`src/rtl/pwmsd_pkg.sv`:
```
package pwmsd_pkg;
  localparam int NUM_OUT = 4;

  // map an "active" request to a pin level under a polarity bit
  function automatic logic pin_level(input logic active, input logic pol);
    return active ^ pol;
  endfunction
endpackage

```
`src/rtl/pwmsd_sync.sv`:
```
module pwmsd_sync #(
  parameter int STAGES = 2
) (
  input  logic clk,
  input  logic rst,
  input  logic din,
  output logic dout
);
  logic [STAGES-1:0] chain_q;

  generate
    genvar s;
    for (s = 0; s < STAGES; s++) begin : g_stage
      if (s == 0) begin : g_first
        always_ff @(posedge clk) begin
          if (rst) chain_q[0] <= 1'b0;
          else     chain_q[0] <= din;
        end
      end else begin : g_next
        always_ff @(posedge clk) begin
          if (rst) chain_q[s] <= 1'b0;
          else     chain_q[s] <= chain_q[s-1];
        end
      end
    end
  endgenerate

  assign dout = chain_q[STAGES-1];
endmodule

```
`src/rtl/pwmsd_timebase.sv`:
```
module pwmsd_timebase #(
  parameter int CNT_W = 8
) (
  input  logic             clk,
  input  logic             rst,
  input  logic             enable,
  input  logic [CNT_W-1:0] period,
  output logic [CNT_W-1:0] cnt_q,
  output logic             wrap,
  output logic             flag_q
);
  localparam int EXT_W = CNT_W + 1;

  logic [EXT_W-1:0] next_ext;
  assign next_ext = {1'b0, cnt_q} + EXT_W'(1);
  assign wrap     = enable && (next_ext >= {1'b0, period});

  always_ff @(posedge clk) begin
    if (rst || !enable) cnt_q <= '0;
    else if (wrap)      cnt_q <= '0;
    else                cnt_q <= next_ext[CNT_W-1:0];
  end

  always_ff @(posedge clk) begin
    if (rst || !enable) flag_q <= 1'b0;
    else if (wrap)      flag_q <= 1'b1;
  end

  // the flag can only appear together with a period start
  assert_flag_at_wrap_R10: assert property (@(posedge clk) disable iff (rst)
    $rose(flag_q) |-> (cnt_q == '0));
endmodule

```
`src/rtl/pwmsd_status.sv`:
```
module pwmsd_status (
  input  logic clk,
  input  logic rst,
  input  logic fault_lvl,
  input  logic restart_en,
  input  logic sw_wr,
  input  logic sw_wdata,
  output logic shut_q
);
  always_ff @(posedge clk) begin
    if (rst)             shut_q <= 1'b0;
    else if (fault_lvl)  shut_q <= 1'b1;      // level cause wins, writes ignored
    else if (sw_wr)      shut_q <= sw_wdata;  // clear or force
    else if (restart_en) shut_q <= 1'b0;      // cause gone: auto recovery
  end

  assert_write_blocked_R8: assert property (@(posedge clk) disable iff (rst)
    (fault_lvl && sw_wr) |=> shut_q);

  assert_sticky_R6: assert property (@(posedge clk) disable iff (rst)
    (!restart_en && shut_q && !sw_wr) |=> shut_q);

  assert_autoclear_R5: assert property (@(posedge clk) disable iff (rst)
    (restart_en && shut_q && !fault_lvl && !sw_wr) |=> !shut_q);
endmodule

```
`src/rtl/pwmsd_drive.sv`:
```
module pwmsd_drive
  import pwmsd_pkg::*;
#(
  parameter int CNT_W = 8
) (
  input  logic               clk,
  input  logic               rst,
  input  logic               enable,
  input  logic               shut,
  input  logic               wrap,
  input  logic [CNT_W-1:0]   cnt,
  input  logic [CNT_W-1:0]   duty,
  input  logic               pol_ac,
  input  logic               pol_bd,
  output logic [NUM_OUT-1:0] out_q
);
  logic gate_q;
  logic below;
  logic run;
  logic [NUM_OUT-1:0] pol_vec;
  logic [NUM_OUT-1:0] act_vec;

  // resume only once a period start follows a clear status
  always_ff @(posedge clk) begin
    if (rst || !enable) gate_q <= 1'b1;
    else if (shut)      gate_q <= 1'b0;
    else if (wrap)      gate_q <= 1'b1;
  end

  assign below   = (cnt < duty);
  assign run     = enable && gate_q && !shut;
  // index 0=A 1=B 2=C 3=D
  assign pol_vec = {pol_bd, pol_ac, pol_bd, pol_ac};
  assign act_vec = {run && !below, run && !below, run && below, run && below};

  generate
    genvar i;
    for (i = 0; i < NUM_OUT; i++) begin : g_pin
      always_ff @(posedge clk) begin
        if (rst) out_q[i] <= pol_vec[i];
        else     out_q[i] <= pin_level(act_vec[i], pol_vec[i]);
      end
    end
  endgenerate

  assert_quiet_in_shutdown_R4: assert property (@(posedge clk) disable iff (rst)
    shut |=> (out_q == $past(pol_vec)));

  assert_resume_on_boundary_R9: assert property (@(posedge clk) disable iff (rst)
    $rose(gate_q) |-> (cnt == '0));
endmodule

```
`src/rtl/pwm_fault_guard.sv`:
```
module pwm_fault_guard
  import pwmsd_pkg::*;
#(
  parameter int CNT_W       = 8,
  parameter int SYNC_STAGES = 2
) (
  input  logic             clk,
  input  logic             rst,
  input  logic             enable,
  input  logic [CNT_W-1:0] period,
  input  logic [CNT_W-1:0] duty,
  input  logic             pol_ac,
  input  logic             pol_bd,
  input  logic             restart_en,
  input  logic             fault_in,
  input  logic             sw_wr,
  input  logic             sw_wdata,
  output logic             out_a,
  output logic             out_b,
  output logic             out_c,
  output logic             out_d,
  output logic             shut_stat,
  output logic             cycle_done
);
  logic               fault_lvl;
  logic [CNT_W-1:0]   cnt;
  logic               wrap;
  logic [NUM_OUT-1:0] pins;

  pwmsd_sync #(.STAGES(SYNC_STAGES)) u_sync (
    .clk(clk), .rst(rst), .din(fault_in), .dout(fault_lvl));

  pwmsd_timebase #(.CNT_W(CNT_W)) u_tb (
    .clk(clk), .rst(rst), .enable(enable), .period(period),
    .cnt_q(cnt), .wrap(wrap), .flag_q(cycle_done));

  pwmsd_status u_stat (
    .clk(clk), .rst(rst), .fault_lvl(fault_lvl), .restart_en(restart_en),
    .sw_wr(sw_wr), .sw_wdata(sw_wdata), .shut_q(shut_stat));

  pwmsd_drive #(.CNT_W(CNT_W)) u_drv (
    .clk(clk), .rst(rst), .enable(enable), .shut(shut_stat), .wrap(wrap),
    .cnt(cnt), .duty(duty), .pol_ac(pol_ac), .pol_bd(pol_bd), .out_q(pins));

  assign out_a = pins[0];
  assign out_b = pins[1];
  assign out_c = pins[2];
  assign out_d = pins[3];

  // the counter is untouched by the shutdown status
  assert_count_runs_R11: assert property (@(posedge clk) disable iff (rst)
    (enable && $past(enable) && shut_stat && !$past(wrap)) |-> (cnt == $past(cnt) + 1'b1));
endmodule

```
`config.mk`:
```
export PLATFORM = sky130hd
export DESIGN_NAME = pwm_fault_guard
export DESIGN_NICKNAME = d
export VERILOG_FILES = /design/src/rtl/pwmsd_pkg.sv /design/src/rtl/pwmsd_sync.sv /design/src/rtl/pwmsd_timebase.sv /design/src/rtl/pwmsd_status.sv /design/src/rtl/pwmsd_drive.sv /design/src/rtl/pwm_fault_guard.sv
export SDC_FILE = /design/constraint.sdc
export NUM_CORES = 1
export LEC_CHECK = 0
export BUFFER_PORTS_ARGS = -buffer_cell sky130_fd_sc_hd__buf_2
export CAP_MARGIN = 10
export CORE_MARGIN = 1.5
export CORE_UTILIZATION = 45
export DETAILED_ROUTE_END_ITERATION = 10
export GPL_TIMING_DRIVEN = 0
export HOLD_SLACK_MARGIN = 0.1
export PLACE_DENSITY = 0.73
export RECOVER_POWER = 25
export SETUP_SLACK_MARGIN = 0.05
export SLEW_MARGIN = 25
export SYNTH_ARGS = -nofsm -noshare
export SYNTH_HDL_FRONTEND = slang
export SYNTH_SLANG_ARGS = --single-unit
```
`constraint.sdc`:
```
create_clock -name clk -period 2.3 [get_ports clk]
set_input_delay 0.23 -clock clk [delete_from_list [all_inputs] [get_ports clk]]
set_output_delay 0.23 -clock clk [all_outputs]
set_load 0.1 [all_outputs]
```
==> run metrics, run 1 <==
Max Slew Vio Count 0; Via density 5.029; Critical R2R Launch u_tb.cnt_q[1]; Die Ht 50.87 um; status complete, no violations; number of enable flip-flop cells after synthesis 0; RePlAce Congestion 0.7521; Final min period 2.166 ns; dpl hpwl 1623 um; Worst Hold Class in2reg; sequential share of the synthesized area 33.01%; die area 2587 sq um; DRC errors left 0; Initial Util 47.06%; largest net degree at the start of global routing 11; routed len/inst 11.80 um; Yosys top cell by area dfxtp_1; Setup CP Type reg2reg; Cells after Synth 109; first-pass GRT wire length 3429 um; IR drop worst, VDD 285.0 uV; f_max 461.7 MHz; Fill cells 202; Ys Warns 0; Non-Filler Instances 173; post-synth cell types 28; CP endpoint u_tb.cnt_q[3]; Routed Antenna Nets 0; CTS sink count 17; CP max stage delay 0.39 ns; vias in the first global route 858; clk_lat worst skew 0.29 ns; TritonCTS clock tree built; crit path cell chain ha_4 > nand3_2 > nor2_2 > xor2_2 > ha_1 > a21oi_1 > o22ai_1 > nor3_2 > nand3_4 > nor2b_1; R2R Setup Slk 0.13 ns; max_cap viols 0; antenna cells 0; Max clock buf depth 2; Util after Layout 60.65%; register area 350.3 sq um; Crit. End Element register; final setup fails 0; Pre-antenna DRT Iters 4; Netlist Area Pre-Place 1031 sq um; CTS HTree Levels 1; Arr. time, crit path 2.39 ns; Layout area overhead 28.88%; multi-input logic area 685.7 sq um; flop and latch count out of synthesis 17; Synth top area share 33.01%; unrepaired setup endpoints after global routing no; PortBufs 30; CP Data Required Time 2.52 ns; worst r2r dst u_tb.cnt_q[3]; Primary FF master, synth dfxtp_1; final wirelength 2042 um; Slew @ Worst Pin 1.173 ns; Hold Buf Count CTS 0; crit-path leading delay family simple AND/OR/NAND/NOR gates; Clock transition at path regs 0.10 ns; R2R depth 10; Post-synth ARST share 0%; Fin. Hold Viols 0; final net count 187; Vias 870; layout cells sized above 1 37.24%; Die X 50.87 um; Worst slew margin 22.16%; Max Fanout on Critical Path 8; syn_area_per_cell 9.459 sq um; num ports 31; Inst Count DP 167; overall routing resource usage 17.29%; final worst-path cycle share 94.18%; Worst path slowest cell dfxtp_4; pwr dens 458.4 nW/um^2; gr ovfl total 0; Area contributors post-synth dfxtp_1 (33%), ha_1 (19%), inv_1 (6.6%); Buf/Inv on CP 0; row cnt 17; Worst Setup SP u_tb.cnt_q[1]; critical path depth 10; Clock Tree Root clkbuf_4; CTS Buf Count 3; clk_skew 0.004235 ns; core area 2191 sq um; leak pwr 0.0006580 uW; syn nets 150; CP Launch Type register; drt initial violations 13; antenna violations before repair 0
layout by cell type, fill, tap and decap left out, types with 2 or more instances in the layout:
cell,instances
nor2b_1,8
xor2_1,3
a21oi_1,5
inv_1,18
nand2_1,3
nand4_1,2
ha_1,15
xnor2_1,5
buf_4,2
dfxtp_4,2
nor2_1,3
clkbuf_1,2
dfxtp_1,13
dfxtp_2,2
nand3_1,3
buf_2,28
nand2b_1,2
clkbuf_4,3
nor2_2,2
timing repair:
action / in CTS / in global routing
gates resized for setup: 7 / 11
endpoints found under the setup margin: 8 / 10
pin swaps: 3 / 4
setup buffers: 1 / 1
hold endpoints to repair: 0 / 0
cells by family (layout without fill, tap and decap cells):
family	count (synthesis)	in the layout	synth area share (%)
and+or+nand+nor	34	34	20.87
buffers and inverters	18	54	6.553
DFF	17	17	33.01
adders and majority gates	16	16	19.42
AOI/OAI and AO/OA	14	14	11.65
xor gates and xnor gates	10	10	8.495
through the flow:
step	cell area (sq um)	total power, uW	setup TNS, ns	worst slack [ns]	hold WS, ns
detailed placement	1216	455.1	-1.674	-0.2337	0.4271
floorplan	1031	416.1	0	0.1601	0.2991
global placement	1216	450.3	-1.361	-0.1793	0.4204
finish	1329	609.1	0	0.1340	0.1435
global route	1329	645.1	0	0.009603	0.1312
CTS	1274	615.2	0	0.05615	0.1331
Yosys cell counts, types with 2 or more instances:
cell      instances
nand3_1           5
nand2b_1          2
xnor2_1           6
xor2_1            4
nor2b_1           9
ha_1             16
nor3_1            2
inv_1            18
nand4_1           2
dfxtp_1          17
a21oi_1           5
nor2_1            5
nand2_1           3
final cells by class:
type,instances,share of cell area [%]
sequential,17,26.37
inverter,18,5.085
clock inverter,1,0.3766
tap,28,2.637
timing repair buffer,32,12.24
multi-input combinational,74,51.60
clock buffer,3,1.695
worst min-delay path by stage:
stage	depth (start not counted)	end	from
floorplan	1	u_stat.shut_q	rst
global placement	1	u_sync.dout	u_sync.chain_q[0]
detailed placement	1	u_sync.dout	u_sync.chain_q[0]
CTS	2	u_drv.out_q[1]	pol_bd
global route	2	u_drv.out_q[1]	pol_bd
finish	2	u_sync.chain_q[0]	fault_in
power breakdown:
group          internal [uW]  switching, uW
combinational           48.7           91.9
clock                   64.6           92.8
sequential               304           6.77
total                    418            191
state kept, by name, indices dropped and copies added, names as in the netlist:
signal / cells
u_sync.chain_q: 1
u_drv.out_q: 4
u_sync.dout: 1
u_drv.gate_q: 1
u_tb.flag_q: 1
u_stat.shut_q: 1
u_tb.cnt_q: 8
worst register-to-register path: stages, from the launching register on:
cell	delay, ns
dfxtp_4	0.39
ha_4	0.14
nand3_2	0.11
nor2_2	0.17
xor2_2	0.19
ha_1	0.27
a21oi_1	0.15
o22ai_1	0.10
nor3_2	0.24
nand3_4	0.18
nor2b_1	0.15
routing by layer:
metal | vias to the layer above | wire length [um] | track usage, %
met5 | - | 0 | 0
met4 | 0 | 31 | 10.81
met3 | 4 | 53 | 2.632
met2 | 18 | 1092 | 32.24
met1 | 407 | 864 | 17.96
li1 | 441 | - | -
No activity file was read; power rests on OpenSTA's default activity.
==> run 2: changes to the inputs <==
--- a/config.mk
+++ b/config.mk
@@ -7,12 +7,14 @@
 export LEC_CHECK = 0
 export BUFFER_PORTS_ARGS = -buffer_cell sky130_fd_sc_hd__buf_2
 export CAP_MARGIN = 10
+export CELL_PAD_IN_SITES_DETAIL_PLACEMENT = 0
+export CELL_PAD_IN_SITES_GLOBAL_PLACEMENT = 1
 export CORE_MARGIN = 1.5
-export CORE_UTILIZATION = 45
+export CORE_UTILIZATION = 33
 export DETAILED_ROUTE_END_ITERATION = 10
 export GPL_TIMING_DRIVEN = 0
 export HOLD_SLACK_MARGIN = 0.1
-export PLACE_DENSITY = 0.73
+export PLACE_DENSITY = 0.72
 export RECOVER_POWER = 25
 export SETUP_SLACK_MARGIN = 0.05
 export SLEW_MARGIN = 25
==> run metrics, run 2 (synthesis gave the netlist of run 1 again) <==
Die Ht 58.90 um (+16%); gr ovfl total 0 (unchanged); CP Data Required Time 2.47 ns (-0.05 ns); Initial Util 34.33% (-13 points); Vias 855 (-1.7%); Max clock buf depth 2 (unchanged); Max Slew Vio Count 0 (unchanged); hold path startpoint pol_bd; Setup CP Type reg2reg; final net count 186 (-0.53%); clk_skew 0.005003 ns (+0.0007680 ns); Max Fanout on Critical Path 6 (-2); final worst-path cycle share 92.42% (-1.8 points); Clock transition at path regs 0.10 ns (about the same); CTS sink count 17 (unchanged); num ports 31 (unchanged); Critical R2R Launch u_tb.cnt_q[0]; Clock Tree Root clkbuf_4; Total Power 603.9 uW (-0.85%); Pre-antenna DRT Iters 4 (unchanged); layout cells sized above 1 34.72% (-2.5 points); Top Registers u_tb.cnt_q x8, u_drv.out_q x4; CP max stage delay 0.39 ns (about the same); CTS Buf Count 3 (unchanged); Via density 4.831 (-3.9%); unrepaired setup endpoints after global routing no; Cell Area, Placed 1222 sq um (+0.51%); antenna violations before repair 0 (unchanged); max_cap viols 0 (unchanged); core area 3003 sq um (+37%); routed len/inst 10.29 um (-13%); clk_lat worst skew 0.29 ns (about the same); Routed Antenna Nets 0 (unchanged); Worst path slowest cell dfxtp_4; CP Launch Type register; max reg flops 8 (unchanged); Arr. time, crit path 2.30 ns (-0.09 ns); Setup TNS Final 0 ns (unchanged); Slew @ Worst Pin 1.172 ns (-0.0003414 ns); Worst Setup SP u_tb.cnt_q[0]; final wirelength 1822 um (-11%); final std cell area, no fill 1324 sq um (-0.38%); crit path cell chain ha_2 > nand3_4 > nor2_4 > xor2_2 > ha_1 > a21oi_1 > o22ai_1 > nor3_2 > buf_4 > a32oi_1; Final min period 2.126 ns (-0.04046 ns); Top reg by flops u_tb.cnt_q; TritonCTS clock tree built; pwr dens 456.2 nW/um^2 (-0.48%); f_max 470.5 MHz (+1.9%); RePlAce Congestion 0.6840 (-9.1%); first-pass GRT wire length 2994 um (-13%); overall routing resource usage 11.29% (-6.0 points); largest net degree at the start of global routing 11 (unchanged); dpl hpwl 1534 um (-5.5%); commonest non-fill, non-tap cell in the layout buf_2; status complete, no violations; die area 3469 sq um (+34%); Util after Layout 44.08% (-17 points); IR drop worst, VDD 210.3 uV (-26%); Crit. End Element register; final setup fails 0 (unchanged); Layout area overhead 28.40%; Worst Hold Class in2reg; drt initial violations 4 (-9); Die X 58.90 um (+16%); PortBufs 30 (unchanged); most frequent cells in the layout buf_2 (27), inv_1 (18), ha_1 (15); Fin. Hold Viols 0 (unchanged); row cnt 20 (+3); leak pwr 0.0006487 uW (-1.4%); DRC errors left 0 (unchanged); Worst slew margin 22.18% (+0.023 points); Hold Buf Count CTS 0 (unchanged); CTS HTree Levels 1 (unchanged); vias in the first global route 728 (-15%); antenna cells 0 (unchanged)
## run 2: changes by cell type in the layout (fill, tap and decap cells not counted)
cell and change:
nand3_2 -1, nor2b_2 -1, buf_4 -1, ha_4 -1, nand3_4 +1, buf_2 -1, nor2_2 -2, ha_2 +1
nor2_4 +1, nor2b_1 +1, clkbuf_1 +1, nor2_1 +1
## run 2: routing by layer
layer | part of all wire (%) | up-vias | track usage (%)
met2 | 47 | 17 | 17.46
li1 | - | 443 | -
met5 | 0 | - | 0
met1 | 47 | 390 | 15.00
met4 | 2.6 | 0 | 6.818
met3 | 3.1 | 5 | 1.319
## run 2: final cells by class
class | instances | area [sq um]
Clock buffer | 3 | 22.52
Clock inverter | 1 | 5.005
Sequential cell | 17 | 350.3
Tap cell | 33 | 41.29
Fill cell | 301 | 1679
Inverter | 18 | 67.56
Timing Repair Buffer | 31 | 153.9
Multi-Input combinational cell | 74 | 683.2
## run 2: power breakdown
group | switching [uW] | internal (uW)
clock | 94.4 | 64.7
sequential | 6.54 | 304
combinational | 88.5 | 45.8
total | 189 | 415
## run 2: worst max-delay path, delay by kind of cell (launching register included)
family	cells	cell delay (ns)
AND/OR/NAND/NOR	3	0.45
buffers and inverters	1	0.17
flip-flops	1	0.39
XOR/XNOR	1	0.17
AO/OA/AOI/OAI	3	0.33
adder cells (fa/ha/maj)	2	0.48
## run 2: worst paths after layout
path | cells past startpoint | slack [ns] | to
hold / removal | 2 | 0.14 | u_drv.out_q[1]
setup reg to reg | 10 | 0.17 | u_drv.gate_q
setup / recovery | 10 | 0.17 | u_drv.gate_q
hold reg to reg | 1 | 0.45 | u_sync.dout
## run 2: metrics by stage
step | hold slack (ns) | worst slack [ns] | instances
global route | 0.1201 | 0.03915 | 177
global placement | 0.4212 | -0.2206 | 172
CTS | 0.1305 | 0.05976 | 177
floorplan | 0.2991 | 0.1601 | 109
finish | 0.1405 | 0.1744 | 177
detailed placement | 0.4325 | -0.2673 | 172
## run 2: timing repair
action                     in CTS  in global routing
pin swaps                       4                  3
setup endpoints to repair      10                 10
resized for setup               8                  9
hold endpoints to repair        0                  0
buffers inserted                1                  0
